--- src/rtl/cart_bank_mapper.sv ---
module cart_bank_mapper #(
  parameter int PRG_W = 2,
  parameter int CHR_W = 4,
  parameter int TMR_W = 12
) (
  input  logic             clk,
  input  logic             rst_n,
  input  logic             cpu_a14,
  input  logic             romsel_n,
  input  logic             cpu_rw,
  input  logic [7:0]       cpu_d,
  input  logic             ppu_a12,
  input  logic [2:0]       ppu_a_hi,
  output logic [PRG_W-1:0] prg_a,
  output logic             rom_oe_n,
  output logic [CHR_W-1:0] chr_a,
  output logic [1:0]       sram_ce_n,
  output logic             irq_n
);
  localparam int BANK_W = PRG_W + CHR_W;

  logic [BANK_W-1:0] bank_q;
  logic [TMR_W-1:0]  tmr_q;
  logic              load;
  logic              pat_sel;

  assign load = !romsel_n && !cpu_rw && !cpu_a14;

  always_ff @(posedge clk or negedge rst_n) begin
    if (!rst_n) bank_q <= '0;
    else if (load) bank_q <= {cpu_d[7 -: PRG_W], cpu_d[CHR_W-1:0]};
  end

  always_ff @(posedge clk or negedge rst_n) begin
    if (!rst_n) tmr_q <= '0;
    else tmr_q <= tmr_q + 1'b1;
  end

  assign prg_a    = cpu_a14 ? '1 : bank_q[BANK_W-1 -: PRG_W];
  assign rom_oe_n = !(!romsel_n && cpu_rw);
  assign chr_a    = ~({CHR_W{ppu_a12}} & bank_q[CHR_W-1:0]);
  assign pat_sel  = (ppu_a_hi == 3'b000);
  assign sram_ce_n[0] = !(pat_sel && !chr_a[CHR_W-1]);
  assign sram_ce_n[1] = !(pat_sel &&  chr_a[CHR_W-1]);
  assign irq_n    = !tmr_q[TMR_W-1];
endmodule


--- config.mk ---
export PLATFORM = sky130hd
export DESIGN_NAME = cart_bank_mapper
export DESIGN_NICKNAME = d
export VERILOG_FILES = /design/src/rtl/cart_bank_mapper.sv
export SDC_FILE = /design/constraint.sdc
export NUM_CORES = 1
export LEC_CHECK = 0
export BUFFER_PORTS_ARGS = -buffer_cell sky130_fd_sc_hd__buf_2
export CAP_MARGIN = 20
export CORE_AREA = 2 2 43 45
export CTS_CLUSTER_DIAMETER = 150
export CTS_CLUSTER_SIZE = 28
export DETAILED_ROUTE_END_ITERATION = 6
export DIE_AREA = 0 0 45 47
export MAX_ROUTING_LAYER = met4
export PLACE_DENSITY = 0.77
export SYNTH_ARGS = -nofsm -noshare
export SYNTH_HDL_FRONTEND = slang
export SYNTH_SLANG_ARGS = --single-unit
--- constraint.sdc ---
create_clock -name clk -period 2.39 [get_ports clk]
set_clock_uncertainty 0.05 [all_clocks]
set_input_delay 0.478 -clock clk [delete_from_list [all_inputs] [get_ports clk]]
set_output_delay 0.478 -clock clk [all_outputs]
set_load 0.02 [all_outputs]
# Word-level counts from Yosys, hierarchy flattened
# Cells that the tools add are included.
dict set report word_totals {
  output_inout_bits 10
  inputBits 17
  regBits 18
}
dict set report classes {
  addsub 1
  n_reduce_logical 14
  muxes 1
  bitwise_logic 2
}
# operator count
set op_table {}
lappend op_table {{$add A12 B1 Y12 const B} 1}
lappend op_table {{$logic_not A1 Y1} 8}
lappend op_table {{$logic_and A1 B1 Y1} 5}
lappend op_table {{$and A4 B4 Y4} 1}
lappend op_table {{$not A4 Y4} 1}
lappend op_table {{$logic_not A3 Y1} 1}
lappend op_table {{$mux W2} 1}

# Longest topological paths before layout
dict set report logic_depth {
  word_depth 5
  depth_mapped 4
  depth_no_buf 4
}

# Worst setup path after synthesis
# No wires, ideal clock.
dict set report synth_path {
  kind {input port to output port}
  start {input ppu_a_hi[1]}
  end {output sram_ce_n[0]}
  n_path_buf 0
  setup_slack_ns 0.951
  stages 2
  arrival_time_ns 0.911
  t_required_ns 1.862
  path_cell_list {nor3_1 > nand3_1}
}
dict set report synth_via {
  elab_chain_len 3
}
# element line_no
set synth_rtl {}
lappend synth_rtl {{from (decl)} 13} ;# input logic [2:0] ppu_a_hi,
lappend synth_rtl {{$logic_not A3 Y1} 42} ;# assign pat_sel = (ppu_a_hi == 3'b000);
lappend synth_rtl {{$logic_and A1 B1 Y1} 43} ;# assign sram_ce_n[0] = !(pat_sel && !chr_a[CHR_W-1]);
lappend synth_rtl {{$logic_not A1 Y1} 43}
lappend synth_rtl {{to (decl)} 17} ;# output logic [1:0] sram_ce_n,
# No other way between the ends.

# Worst setup path after layout
dict set report layout_path {
  start {register bank_q[4]}
  end {output prg_a[0]}
}
dict set report layout_via {
  elab_chain_len 1
}
# element line_no
set layout_rtl {}
lappend layout_rtl {{from (decl)} 22} ;# logic [BANK_W-1:0] bank_q;
lappend layout_rtl {{from (signal assigned)} 31} ;# else if (load) bank_q <= {cpu_d[7 -: PRG_W], cpu_d[CHR_W-1:0]};
lappend layout_rtl {{$mux W2} 39} ;# assign prg_a = cpu_a14 ? '1 : bank_q[BANK_W-1 -: PRG_W];
lappend layout_rtl {{to (decl)} 14} ;# output logic [PRG_W-1:0] prg_a,
# No other way between the ends.

==> metrics.txt <==
# TYPE chip_impl_metric gauge
chip_impl_metric{name="power_density",unit="nW/µm²"} 617
chip_impl_metric{name="cts_made_buffers",unit=""} 3
chip_impl_metric{name="synth_seq_area_share",unit="%"} 57.0
chip_impl_metric{name="finalHoldViolations",unit=""} 0
chip_impl_metric{name="worst-endpoint-required",unit="ns"} 1.86
chip_impl_metric{name="final.setup.tns",unit="ns"} 0
chip_impl_info{name="setup_repair_after_global_routing_missed_its_margin",value="false"} 1
chip_impl_metric{name="power.static_leakage",unit="nW"} 0.459
chip_impl_info{name="cts_root_buffer",value="clkbuf_4"} 1
chip_impl_metric{name="grt_antenna_before_repair",unit=""} 0
chip_impl_info{name="crit_path_end_kind",value="output pin"} 1
chip_impl_metric{name="grt_first_pass_wirelength",unit="µm"} 1890
chip_impl_metric{name="first_global_vias",unit=""} 497
chip_impl_metric{name="drt-total-wl",unit="µm"} 1250
chip_impl_metric{name="slew_headroom",unit="%"} 74.6
chip_impl_metric{name="ir_drop",unit="mV"} 0.397
chip_impl_metric{name="num-nets-final",unit=""} 112
chip_impl_metric{name="hpwlAfterDp",unit="µm"} 944
chip_impl_metric{name="syn_area",unit="µm²"} 791
chip_impl_metric{name="die_y",unit="µm"} 47
chip_impl_metric{name="async_flop_share",unit="%"} 100
chip_impl_metric{name="die_width",unit="µm"} 45
chip_impl_metric{name="post_cts_resize_count",unit=""} 0
chip_impl_metric{name="grt-ovfl-total",unit=""} 0
chip_impl_metric{name="floorplan.initialDensity",unit="%"} 47.9
chip_impl_metric{name="cts_hold_repair.buffers",unit=""} 0
chip_impl_metric{name="min_period_over_period",unit="%"} 67.9
chip_impl_info{name="synth_top_flop_cell",value="dfrtp_1"} 1
chip_impl_info{name="r2r-start",value="tmr_q[0]$_DFF_PN0_"} 1
chip_impl_metric{name="timing.final.max_slew_violations",unit=""} 0
chip_impl_metric{name="cp_data_arrival_time",unit="ns"} 1.09
chip_impl_info{name="synth_top_cells_by_count",value="18 x dfrtp_1, 8 x nand2_1, 7 x xor2_1"} 1
chip_impl_metric{name="fin_cells",unit=""} 110
chip_impl_metric{name="dr_total_vias",unit=""} 547
chip_impl_metric{name="drt.antenna.violating_nets",unit=""} 0
chip_impl_metric{name="report.final.setup_viol",unit=""} 0
chip_impl_metric{name="max-clock-path-buffers",unit=""} 2
chip_impl_info{name="regToRegEndpoint",value="tmr_q[10]$_DFF_PN0_"} 1
chip_impl_info{name="crit_path_start",value="bank_q[4]$_DFFE_PN0P_"} 1
chip_impl_metric{name="total_die_area",unit="µm²"} 2120
chip_impl_metric{name="synth.net_count",unit=""} 83
chip_impl_info{name="post-synth-top-area-cell",value="dfrtp_1"} 1
chip_impl_info{name="min_path_type",value="input pin to async pin"} 1
chip_impl_metric{name="n_fill_cell",unit=""} 149
chip_impl_metric{name="synth_edf_count",unit=""} 0
chip_impl_metric{name="cts_sinks",unit=""} 18
chip_impl_metric{name="final_layout_size_suffix_gt1_share",unit="%"} 44.1
chip_impl_metric{name="detailedRoute.firstPassIterationCount",unit=""} 4
chip_impl_metric{name="yosys.area.top_type_share",unit="%"} 57.0
chip_impl_metric{name="number_of_diodes_added_for_antenna_fixing",unit=""} 0
chip_impl_metric{name="cts-htree-levels",unit=""} 1
chip_impl_metric{name="clkTransAtPathRegs",unit="ns"} 0.10
chip_impl_metric{name="portBuffers",unit=""} 24
chip_impl_metric{name="length_in_cells_of_the_worst_reg_to_reg_path",unit=""} 4
chip_impl_info{name="critPathLaunchType",value="register"} 1
chip_impl_metric{name="avgViaCountPerCell",unit=""} 4.97
chip_impl_info{name="cts_tree",value="built"} 1
chip_impl_info{name="top_area_cells_in_the_synthesized_netlist",value="dfrtp_1 57%, mux2_2 8.5%, xor2_1 7.8%"} 1
chip_impl_metric{name="postSynthRegisterBits",unit=""} 18
chip_impl_info{name="timing.setup.critical_path_class",value="register to output pin"} 1
chip_impl_metric{name="synthesis.area_per_instance",unit="µm²"} 12.2
chip_impl_metric{name="track_usage",unit="%"} 13.2
chip_impl_metric{name="drc",unit=""} 0
chip_impl_metric{name="max_freq",unit="MHz"} 617
chip_impl_metric{name="maxCapViolations",unit=""} 0
chip_impl_metric{name="drt_iter0_drc",unit=""} 2
chip_impl_metric{name="total_number_of_placement_rows",unit=""} 15
chip_impl_metric{name="area_growth",unit="%"} 22.5
chip_impl_metric{name="clock_latency",unit="ns"} 0.29
chip_impl_metric{name="post-cts-setup-buffer-count",unit=""} 0
chip_impl_metric{name="fin_crit",unit="ns"} 1.62
chip_impl_metric{name="cp_max_fo",unit=""} 2
chip_impl_metric{name="place.detailed.instances",unit=""} 106
chip_impl_metric{name="globalplace.congestion",unit=""} 0.833
chip_impl_metric{name="regToRegSetupSlack",unit="ns"} 1.17
chip_impl_metric{name="pin_count",unit=""} 27
chip_impl_info{name="post-synth-top-count-cell",value="dfrtp_1"} 1
chip_impl_metric{name="dpl-instance-area",unit="µm²"} 932
chip_impl_metric{name="area_of_the_placeable_core",unit="µm²"} 1650
chip_impl_metric{name="grt_start_max_net_pins",unit=""} 19
chip_impl_info{name="critical_path.endpoint",value="prg_a[0]"} 1
chip_impl_metric{name="stdcell_area",unit="µm²"} 968
chip_impl_info{name="run_status",value="finished clean"} 1
chip_impl_metric{name="ys_types",unit=""} 17
chip_impl_metric{name="synthesis.yosys.warnings",unit=""} 0
chip_impl_metric{name="syn-instance-count",unit=""} 65
chip_impl_metric{name="worst-slew-pin-transition",unit="ns"} 0.382
chip_impl_metric{name="wl_per_cell",unit="µm"} 11.3
[area by class of cell]
| class | instances | area [µm²] | area share, % |
|---|---|---|---|
| Tap cell | 17 | 21.3 | 2.20 |
| Multi-Input combinational cell | 45 | 333 | 34.4 |
| Timing Repair Buffer | 24 | 120 | 12.4 |
| Sequential cell | 18 | 450 | 46.5 |
| Clock buffer | 4 | 36.3 | 3.75 |
| Inverter | 2 | 7.51 | 0.775 |
[layout by cell type (no fill, tap or decap)]
master	netlist	final
ha_1	1	1
clkbuf_8	0	1
nand4_2	1	1
inv_1	2	2
nor3_1	2	2
nor2_1	4	4
nand3_2	1	1
mux2_2	6	6
xnor2_1	3	3
nor3_4	1	1
dfrtp_1	18	18
nand4_1	2	2
xor2_1	7	7
nor3_2	2	2
nand2b_1	1	1
clkbuf_4	0	3
nand3_1	4	4
nand2_1	8	8
or2_2	2	2
buf_2	0	24
[kinds of logic (layout without fill, tap and decap cells)]
family	Yosys count	count (layout)	share of synthesized area, %
buffers and inverters	2	30	0.950
xor gates and xnor gates	10	10	11.1
muxes	6	6	8.54
and+or+nand+nor	28	28	20.9
DFF	18	18	57.0
adders and majority gates	1	1	1.58
[critical path, stage by stage, from the launching register on]
cell and delay, ns:
dfrtp_1 0.38, or2_2 0.27, buf_2 0.16
[state kept, by name, summed over array words and instances, names as in the netlist]
| register | flops |
|---|---|
| tmr_q | 12 |
| bank_q | 6 |
[layer usage]
| layer | global-route usage, % | part of all wire [%] | wire, µm | vias to the layer above |
|---|---|---|---|---|
| met5 | - | 0 | 0 | - |
| met4 | 8.82 | 0.80 | 10 | 0 |
| met3 | 2.31 | 9.2 | 115 | 2 |
| met2 | 22.6 | 45 | 560 | 26 |
| met1 | 13.9 | 45 | 557 | 246 |
| li1 | - | - | - | 273 |
[worst min path at each step]
stage | start | end | cells past startpoint | slack [ns]
2_1_floorplan | rst_n | bank_q[0]$_DFFE_PN0P_ | 0 | 0.13
3_3_place_gp | rst_n | bank_q[0]$_DFFE_PN0P_ | 1 | 0.36
3_5_place_dp | rst_n | bank_q[1]$_DFFE_PN0P_ | 1 | 0.37
4_1_cts | rst_n | bank_q[2]$_DFFE_PN0P_ | 1 | 0.04
5_1_grt | rst_n | bank_q[2]$_DFFE_PN0P_ | 1 | 0.07
6_report | rst_n | bank_q[2]$_DFFE_PN0P_ | 1 | 0.04
[power breakdown]
| group | total, mW | internal (mW) | leakage (nW) | switching (mW) |
|---|---|---|---|---|
| clock network | 0.182 | 0.0928 | 0.0210 | 0.0895 |
| registers | 0.333 | 0.323 | 0.224 | 0.00941 |
| logic | 0.0819 | 0.0384 | 0.214 | 0.0435 |
[per-stage QoR]
step           worst slack [ns]  hold slack [ns]  utilization [%]  power [mW]
3_3_place_gp              0.818            0.365             56.4       0.419
3_5_place_dp              0.786            0.370             56.4       0.423
5_1_grt                   0.700           0.0688             58.6       0.622
2_1_floorplan             0.951            0.132                -       0.385
6_report                  0.768           0.0424             58.6       0.597
4_1_cts                   0.755           0.0434             58.6       0.605
Note: power is estimated with default switching activity, not from simulation.
